### src/rtl/smooth_pkg.sv
package smooth_pkg;

  // one line bit: positive and negative rail flags
  typedef struct packed {
    logic p;
    logic n;
  } rail_t;

  // which lane carries the elastic store
  typedef enum logic [1:0] {
    LANE_NONE = 2'd0,
    LANE_TX   = 2'd1,
    LANE_RX   = 2'd2,
    LANE_SPR  = 2'd3
  } lane_e;

endpackage

### src/rtl/smooth_buf.sv
module smooth_buf
  import smooth_pkg::*;
#(
  parameter int AW = 6
) (
  input  logic        clk,
  input  logic        rst_n,
  input  logic        run,
  input  logic        deep,
  input  logic        wr,
  input  rail_t       wdata,
  input  logic        rd,
  output logic [AW:0] occ,
  output logic [AW:0] half,
  output rail_t       rdata,
  output logic        rstb,
  output logic        ovf,
  output logic        unf
);

  localparam int N = 1 << AW;

  rail_t          mem [N];
  logic [AW-1:0]  wp, rp, wp_n, rp_n, mask;
  logic [AW:0]    depth, occ_n;
  logic           deep_q;
  logic           ovf_ev, unf_ev, recentre, ovf_n, unf_n;

  always_comb begin
    depth    = deep ? (AW+1)'(N) : (AW+1)'(N / 2);
    half     = depth >> 1;
    mask     = AW'(depth - 1'b1);
    ovf_ev   = run && wr && !rd && (occ == depth);
    unf_ev   = run && rd && (occ == '0);
    recentre = !run || (deep_q != deep) || ovf_ev || unf_ev;
    wp_n     = wp + AW'(wr);
    if (recentre) begin
      rp_n  = wp_n - half[AW-1:0];
      occ_n = half;
    end else begin
      rp_n  = rp + AW'(rd);
      occ_n = occ + (AW+1)'(wr) - (AW+1)'(rd);
    end
    ovf_n = run && (ovf || ovf_ev);
    unf_n = run && (unf || unf_ev);
  end

  always_ff @(posedge clk or negedge rst_n) begin
    if (!rst_n) begin
      wp     <= '0;
      rp     <= AW'(N / 2);
      occ    <= (AW+1)'(N / 2);
      deep_q <= 1'b1;
      ovf    <= 1'b0;
      unf    <= 1'b0;
      rdata  <= '0;
      rstb   <= 1'b0;
    end else begin
      wp     <= wp_n;
      rp     <= rp_n;
      occ    <= occ_n;
      deep_q <= deep;
      ovf    <= ovf_n;
      unf    <= unf_n;
      rstb   <= rd;
      if (rd) rdata <= mem[rp & mask];
    end
  end

  // storage has no reset; only written entries are ever trusted
  always_ff @(posedge clk) begin
    if (wr) mem[wp & mask] <= wdata;
  end

  p_occ_bound_r5: assert property (@(posedge clk) disable iff (!rst_n)
    run |-> (occ <= depth));
  p_idle_centre_r4: assert property (@(posedge clk) disable iff (!rst_n)
    !run |=> (occ == $past(half)));
  p_ovf_centre_r5: assert property (@(posedge clk) disable iff (!rst_n)
    ovf_ev |=> (ovf && occ == $past(half)));
  p_unf_centre_r6: assert property (@(posedge clk) disable iff (!rst_n)
    unf_ev |=> (unf && occ == $past(half)));
  p_ovf_hold_r7: assert property (@(posedge clk) disable iff (!rst_n)
    (run && ovf) |=> ovf);
  p_unf_hold_r7: assert property (@(posedge clk) disable iff (!rst_n)
    (run && unf) |=> unf);
  p_idle_clear_r7: assert property (@(posedge clk) disable iff (!rst_n)
    !run |=> !(ovf || unf));

endmodule

### src/rtl/smooth_nco.sv
module smooth_nco #(
  parameter int ACC_W   = 16,
  parameter int NOM_INC = 8192,
  parameter int GAIN    = 8,
  parameter int EW      = 8,
  parameter int SHW     = 2
) (
  input  logic                 clk,
  input  logic                 rst_n,
  input  logic                 run,
  input  logic signed [EW-1:0] err,
  input  logic [SHW-1:0]       shift,
  output logic                 tick
);

  localparam int SW = ACC_W + 4;
  localparam logic signed [SW-1:0] NOM_S   = SW'(NOM_INC);
  localparam logic signed [SW-1:0] INC_MAX = SW'(1 << (ACC_W - 1));
  localparam logic signed [SW-1:0] INC_MIN = SW'(1);

  logic signed [SW-1:0] ext, term, sum;
  logic [ACC_W-1:0]     acc, acc_n, inc;
  logic [ACC_W:0]       nxt;
  logic                 tick_n;

  always_comb begin
    ext  = SW'(err);
    term = (ext <<< GAIN) >>> shift;
    sum  = NOM_S + term;
    if (sum < INC_MIN)      inc = ACC_W'(INC_MIN);
    else if (sum > INC_MAX) inc = ACC_W'(INC_MAX);
    else                    inc = ACC_W'(sum);
    nxt    = {1'b0, acc} + {1'b0, inc};
    acc_n  = run ? nxt[ACC_W-1:0] : '0;
    tick_n = run && nxt[ACC_W];
  end

  always_ff @(posedge clk or negedge rst_n) begin
    if (!rst_n) begin
      acc  <= '0;
      tick <= 1'b0;
    end else begin
      acc  <= acc_n;
      tick <= tick_n;
    end
  end

  p_no_back2back_r8: assert property (@(posedge clk) disable iff (!rst_n)
    tick |=> !tick);
  p_idle_quiet_r8: assert property (@(posedge clk) disable iff (!rst_n)
    !run |=> !tick);

endmodule

### src/rtl/gap_smoother.sv
module gap_smoother
  import smooth_pkg::*;
#(
  parameter int AW      = 6,
  parameter int ACC_W   = 16,
  parameter int NOM_INC = 8192,
  parameter int GAIN    = 8,
  parameter int SHW     = 2
) (
  input  logic           clk,
  input  logic           rst_n,
  input  logic           en,
  input  logic [1:0]     lane_sel,
  input  logic           cfg_fixed,
  input  logic           cfg_deep,
  input  logic [SHW-1:0] bw_sel,
  input  logic           tx_stb,
  input  logic           tx_pos,
  input  logic           tx_neg,
  input  logic           rx_stb,
  input  logic           rx_pos,
  input  logic           rx_neg,
  output logic           tx_out_stb,
  output logic           tx_out_pos,
  output logic           tx_out_neg,
  output logic           rx_out_stb,
  output logic           rx_out_pos,
  output logic           rx_out_neg,
  output logic           ovf_flag,
  output logic           unf_flag
);

  localparam int NL = 2;
  localparam int EW = AW + 2;

  lane_e              lane;
  logic [NL-1:0]      lsel, lstb, ostb;
  rail_t              lin  [NL];
  rail_t              lout [NL];
  logic               run, wr, rd, tick, deep, b_stb;
  logic [SHW-1:0]     shift;
  rail_t              wdata, b_data;
  logic [AW:0]        occ, half;
  logic signed [EW-1:0] err;

  assign lin[0] = '{p: tx_pos, n: tx_neg};
  assign lin[1] = '{p: rx_pos, n: rx_neg};
  assign lstb   = {rx_stb, tx_stb};

  always_comb begin
    lane    = lane_e'(lane_sel);
    lsel[0] = (lane == LANE_TX);
    lsel[1] = (lane == LANE_RX);
    run     = en && (|lsel);
    wr      = run && (|(lsel & lstb));
    wdata   = lsel[1] ? lin[1] : lin[0];
    rd      = run && tick;
    deep    = cfg_fixed || cfg_deep;
    shift   = cfg_fixed ? '1 : bw_sel;
    err     = $signed({1'b0, occ}) - $signed({1'b0, half});
  end

  smooth_buf #(.AW(AW)) u_buf (
    .clk   (clk),
    .rst_n (rst_n),
    .run   (run),
    .deep  (deep),
    .wr    (wr),
    .wdata (wdata),
    .rd    (rd),
    .occ   (occ),
    .half  (half),
    .rdata (b_data),
    .rstb  (b_stb),
    .ovf   (ovf_flag),
    .unf   (unf_flag)
  );

  smooth_nco #(
    .ACC_W   (ACC_W),
    .NOM_INC (NOM_INC),
    .GAIN    (GAIN),
    .EW      (EW),
    .SHW     (SHW)
  ) u_nco (
    .clk   (clk),
    .rst_n (rst_n),
    .run   (run),
    .err   (err),
    .shift (shift),
    .tick  (tick)
  );

  for (genvar i = 0; i < NL; i++) begin : g_lane
    logic held;
    assign held    = run && lsel[i];
    assign ostb[i] = held ? b_stb  : lstb[i];
    assign lout[i] = held ? b_data : lin[i];
  end

  assign tx_out_stb = ostb[0];
  assign tx_out_pos = lout[0].p;
  assign tx_out_neg = lout[0].n;
  assign rx_out_stb = ostb[1];
  assign rx_out_pos = lout[1].p;
  assign rx_out_neg = lout[1].n;

  p_stopped_quiet_r1: assert property (@(posedge clk) disable iff (!rst_n)
    !run |=> !b_stb);
  p_read_needs_run_r8: assert property (@(posedge clk) disable iff (!rst_n)
    b_stb |-> $past(run));

endmodule

### config.mk
export PLATFORM = sky130hd
export DESIGN_NAME = gap_smoother
export DESIGN_NICKNAME = d
export VERILOG_FILES = /design/src/rtl/smooth_pkg.sv /design/src/rtl/smooth_buf.sv /design/src/rtl/smooth_nco.sv /design/src/rtl/gap_smoother.sv
export SDC_FILE = /design/constraint.sdc
export NUM_CORES = 1
export LEC_CHECK = 0
export BUFFER_PORTS_ARGS = -buffer_cell sky130_fd_sc_hd__buf_4
export CELL_PAD_IN_SITES_DETAIL_PLACEMENT = 0
export CELL_PAD_IN_SITES_GLOBAL_PLACEMENT = 1
export CORE_UTILIZATION = 48
export CTS_CLUSTER_SIZE = 25
export DETAILED_ROUTE_END_ITERATION = 10
export PLACE_DENSITY_LB_ADDON = 0.25
export SYNTH_ARGS = -nofsm -noshare
export SYNTH_HDL_FRONTEND = slang
export SYNTH_HIERARCHICAL = 1
export SYNTH_SLANG_ARGS = --single-unit
### constraint.sdc
create_clock -name clk -period 6.45 [get_ports clk]
set_clock_uncertainty 0.05 [all_clocks]
set_input_delay 1.29 -clock clk [delete_from_list [all_inputs] [get_ports clk]]
set_output_delay 1.29 -clock clk [all_outputs]
set_load 0.005 [all_outputs]
==> flow_summary.yaml <==
status:
  status: "finished, final reports clean"
logic_synthesis:
  yosysTopAreaCell: "edfxtp_1"
  synthTopCellsByArea: "edfxtp_1 44%, dfrtp_1 11%, ha_1 5.6%, mux2i_1 4.2%, mux4_2 4.1%"
  yosysSeqAreaShare: 0.558
  synth_top_family_by_area: "simple AND/OR/NAND/NOR gates"
  synth_top_area_frac: 0.438
  ys_types: 66
  synth_seq_cells: 170
  muxShareOfSynthArea: 0.120
  yosys-top-cells-count: "128 x edfxtp_1, 92 x nor2_1, 39 x dfrtp_1, 39 x ha_1, 37 x mux2i_1"
  synth_xor_area_frac: 0.0279
  syn-cell-area_sq_um: 8780
  syn_inst: 698
  synthSimpleGateAreaFrac: 0.122
  yosys.area_share.adder: 0.0601
  synth-compound-area-share: 0.0738
  async_reset_ff_frac: 0.247
  synthFlopType: "edfxtp_1"
  syn_area_per_cell_sq_um: 12.6
  synth-edff-count: 128
  yosysMostFrequentCell: "edfxtp_1"
  synth-warning-count: 6
power_and_ir_drop:
  power.density_nw_per_um2: 319
  ir_drop_uv: 189
  p_leak_uw: 0.00363
  total_power_uw: 3090
worst_setup_path:
  arrival_ns: 5.82
  start_kind: "input port"
  worstPathMaxFanout: 6
  reg2reg_to: "u_nco/acc[10]"
  cp.required_ns: 6.72
  r2r-start: "u_buf/occ[1]"
  r2r_slack_ns: 1.65
  reg2reg_depth: 18
  criticalPathCategory: "input port to register"
  end_kind: "register"
clock_network:
  worstSkewPairLatency_ns: 0.43
  cts_tree: "done"
  cts_buffers: 17
  numClockSinks: 170
  ctsResizeCount: 0
  clk_pin_slew_ns: 0.07
  cts_max_level: 4
  clockBufferDepth: 2
  cts_setup_buffers: 0
  root_buffer: "clkbuf_16"
  ctsHoldBuffers: 0
finish:
  multiInputGateArea_sq_um: 3570
  drive_gt1_frac: 0.145
  area_growth_pct: 10.4
  layout.nets: 769
  register_area_sq_um: 4900
  diodes: 0
  fillCellCount: 1484
min_path:
  hold_depth: 2
  min_to: "u_buf/unf"
  hold_path.class: "register to register"
  min_from: "u_buf/unf"
detailed_routing:
  routed_wl_um: 18000
  ant_nets: 0
  avgRoutedWirePerCell_um: 18.8
  viasPerCell: 5.72
  drtPass1Iterations: 5
  vias: 5467
  drcViolationCount: 0
  drtIter0Drc: 310
global_route:
  grtUsageTotal: 0.204
  grt-ovfl-total: 0
  grt_max_degree: 65
  grt_pass1_wl_um: 28100
  grt_pass1_vias: 5490
  antenna_found_initial: 0
timing:
  slew_headroom: 0.213
  finalHoldViolations: 0
  slew_violations: 0
  rsz0062_at_grt: "false"
  whs_ns: 0.444
  fmax_mhz: 180
  fin_crit_ns: 5.55
  min_period_over_period: 0.861
  setup_violations: 0
  final.setup.tns_ns: 0
  tightest_slew_ns: 1.18
flow_run:
  max_cap_viol_count: 0
floorplan:
  dieHeight_um: 137
  die_area_sq_um: 18800
  start_util: 0.489
  pin_count: 23
  core_area_sq_um: 18000
  die_w_um: 137
  num_rows: 49
placement:
  post-dp-hpwl_um: 11900
  io_buffers: 22
  gp_congestion: 0.898
[cell families after synthesis]
logic type	after synthesis
and+or+nand+nor	215
DFF	170
AOI/OAI and AO/OA	100
muxes	74
buffers and inverters	69
adders and majority gates	41
xor gates and xnor gates	28
other	1
[cells in the final DEF, fill, tap and decap left out, drive strengths merged, types with 5 or more instances in the layout]
cell type	instances
a211oi	9
a21o	6
a21oi	26
and2	14
buf	26
clkbuf	17
clkinv	9
conb	5
dfrtp	39
edfxtp	128
ha	39
inv	40
mux2	15
mux2i	37
mux4	22
nand2	29
nand2b	10
nand3	19
nand4	7
nor2	93
nor2b	12
nor3	6
nor4	6
o21ai	22
o21bai	5
o22ai	9
xnor2	16
xor2	12
[power by group]
group	switching (uW)	total, uW	internal (uW)
sequential	69.9	1300	1230
clock	474	1030	556
combinational	419	765	346
total	963	3090	2130
[sequential cells by signal (all words and copies together), names as in the netlist]
name	cells
u_buf/wp	6
u_buf/unf	1
u_buf/occ	7
u_buf/rstb	1
u_buf/ovf	1
u_nco/acc	16
u_buf/rp	6
u_nco/tick	1
u_buf/rdata	2
u_buf/mem	128
u_buf/deep_q	1
[per-layer routing]
| layer | share of wire | track usage | vias up | wire (um) |
|---|---|---|---|---|
| met5 | 0 | 0 | - | 0 |
| met4 | 0.024 | 0.0806 | 0 | 431 |
| met3 | 0.045 | 0.0471 | 33 | 800 |
| met2 | 0.50 | 0.349 | 138 | 9020 |
| met1 | 0.43 | 0.249 | 2699 | 7720 |
| li1 | - | - | 2597 | - |
[through the flow]
step | cell area [sq um] | util | setup WS (ns) | instances
4_1_cts | 9690 | 0.539 | 0.898 | 955
5_1_grt | 9690 | 0.539 | 0.567 | 955
3_3_place_gp | 9080 | 0.505 | 0.576 | 923
2_1_floorplan | 8790 | - | 0.671 | 702
3_5_place_dp | 9080 | 0.505 | 0.446 | 923
6_report | 9690 | 0.539 | 0.900 | 955
[critical path: stages]
cell       delay, ns
buf_4           0.11
or2_2           0.30
inv_1           0.09
inv_1           0.05
ha_1            0.31
nor2b_1         0.15
a311o_2         0.37
xor2_1          0.20
mux2_1          0.30
mux2_2          0.30
ha_1            0.31
a211oi_2        0.18
o2111ai_2       0.18
nor2b_4         0.18
nor4b_4         0.25
ha_1            0.30
a21oi_1         0.21
o21ai_1         0.14
a21oi_1         0.32
o21ai_1         0.15
mux2i_1         0.14
[worst max path at each step]
stage | cells after the start | slack (ns) | endpoint | from
floorplan | 21 | 0.67 | u_nco/acc[12] | cfg_fixed
global placement | 21 | 0.58 | u_nco/acc[10] | cfg_fixed
detailed placement | 21 | 0.45 | u_nco/acc[14] | cfg_fixed
CTS | 21 | 0.90 | u_nco/acc[14] | cfg_fixed
global route | 21 | 0.57 | u_nco/acc[14] | cfg_fixed
finish | 21 | 0.90 | u_nco/acc[10] | cfg_fixed
[final cells by class]
cell class | instances | area share
inverter | 35 | 0.0136
timing repair buffer | 26 | 0.0201
clock buffer | 17 | 0.0439
multi-input combinational | 463 | 0.368
sequential | 170 | 0.506
tap | 229 | 0.0296
clock inverter | 15 | 0.0191
Power figures use the tool's default switching activity.
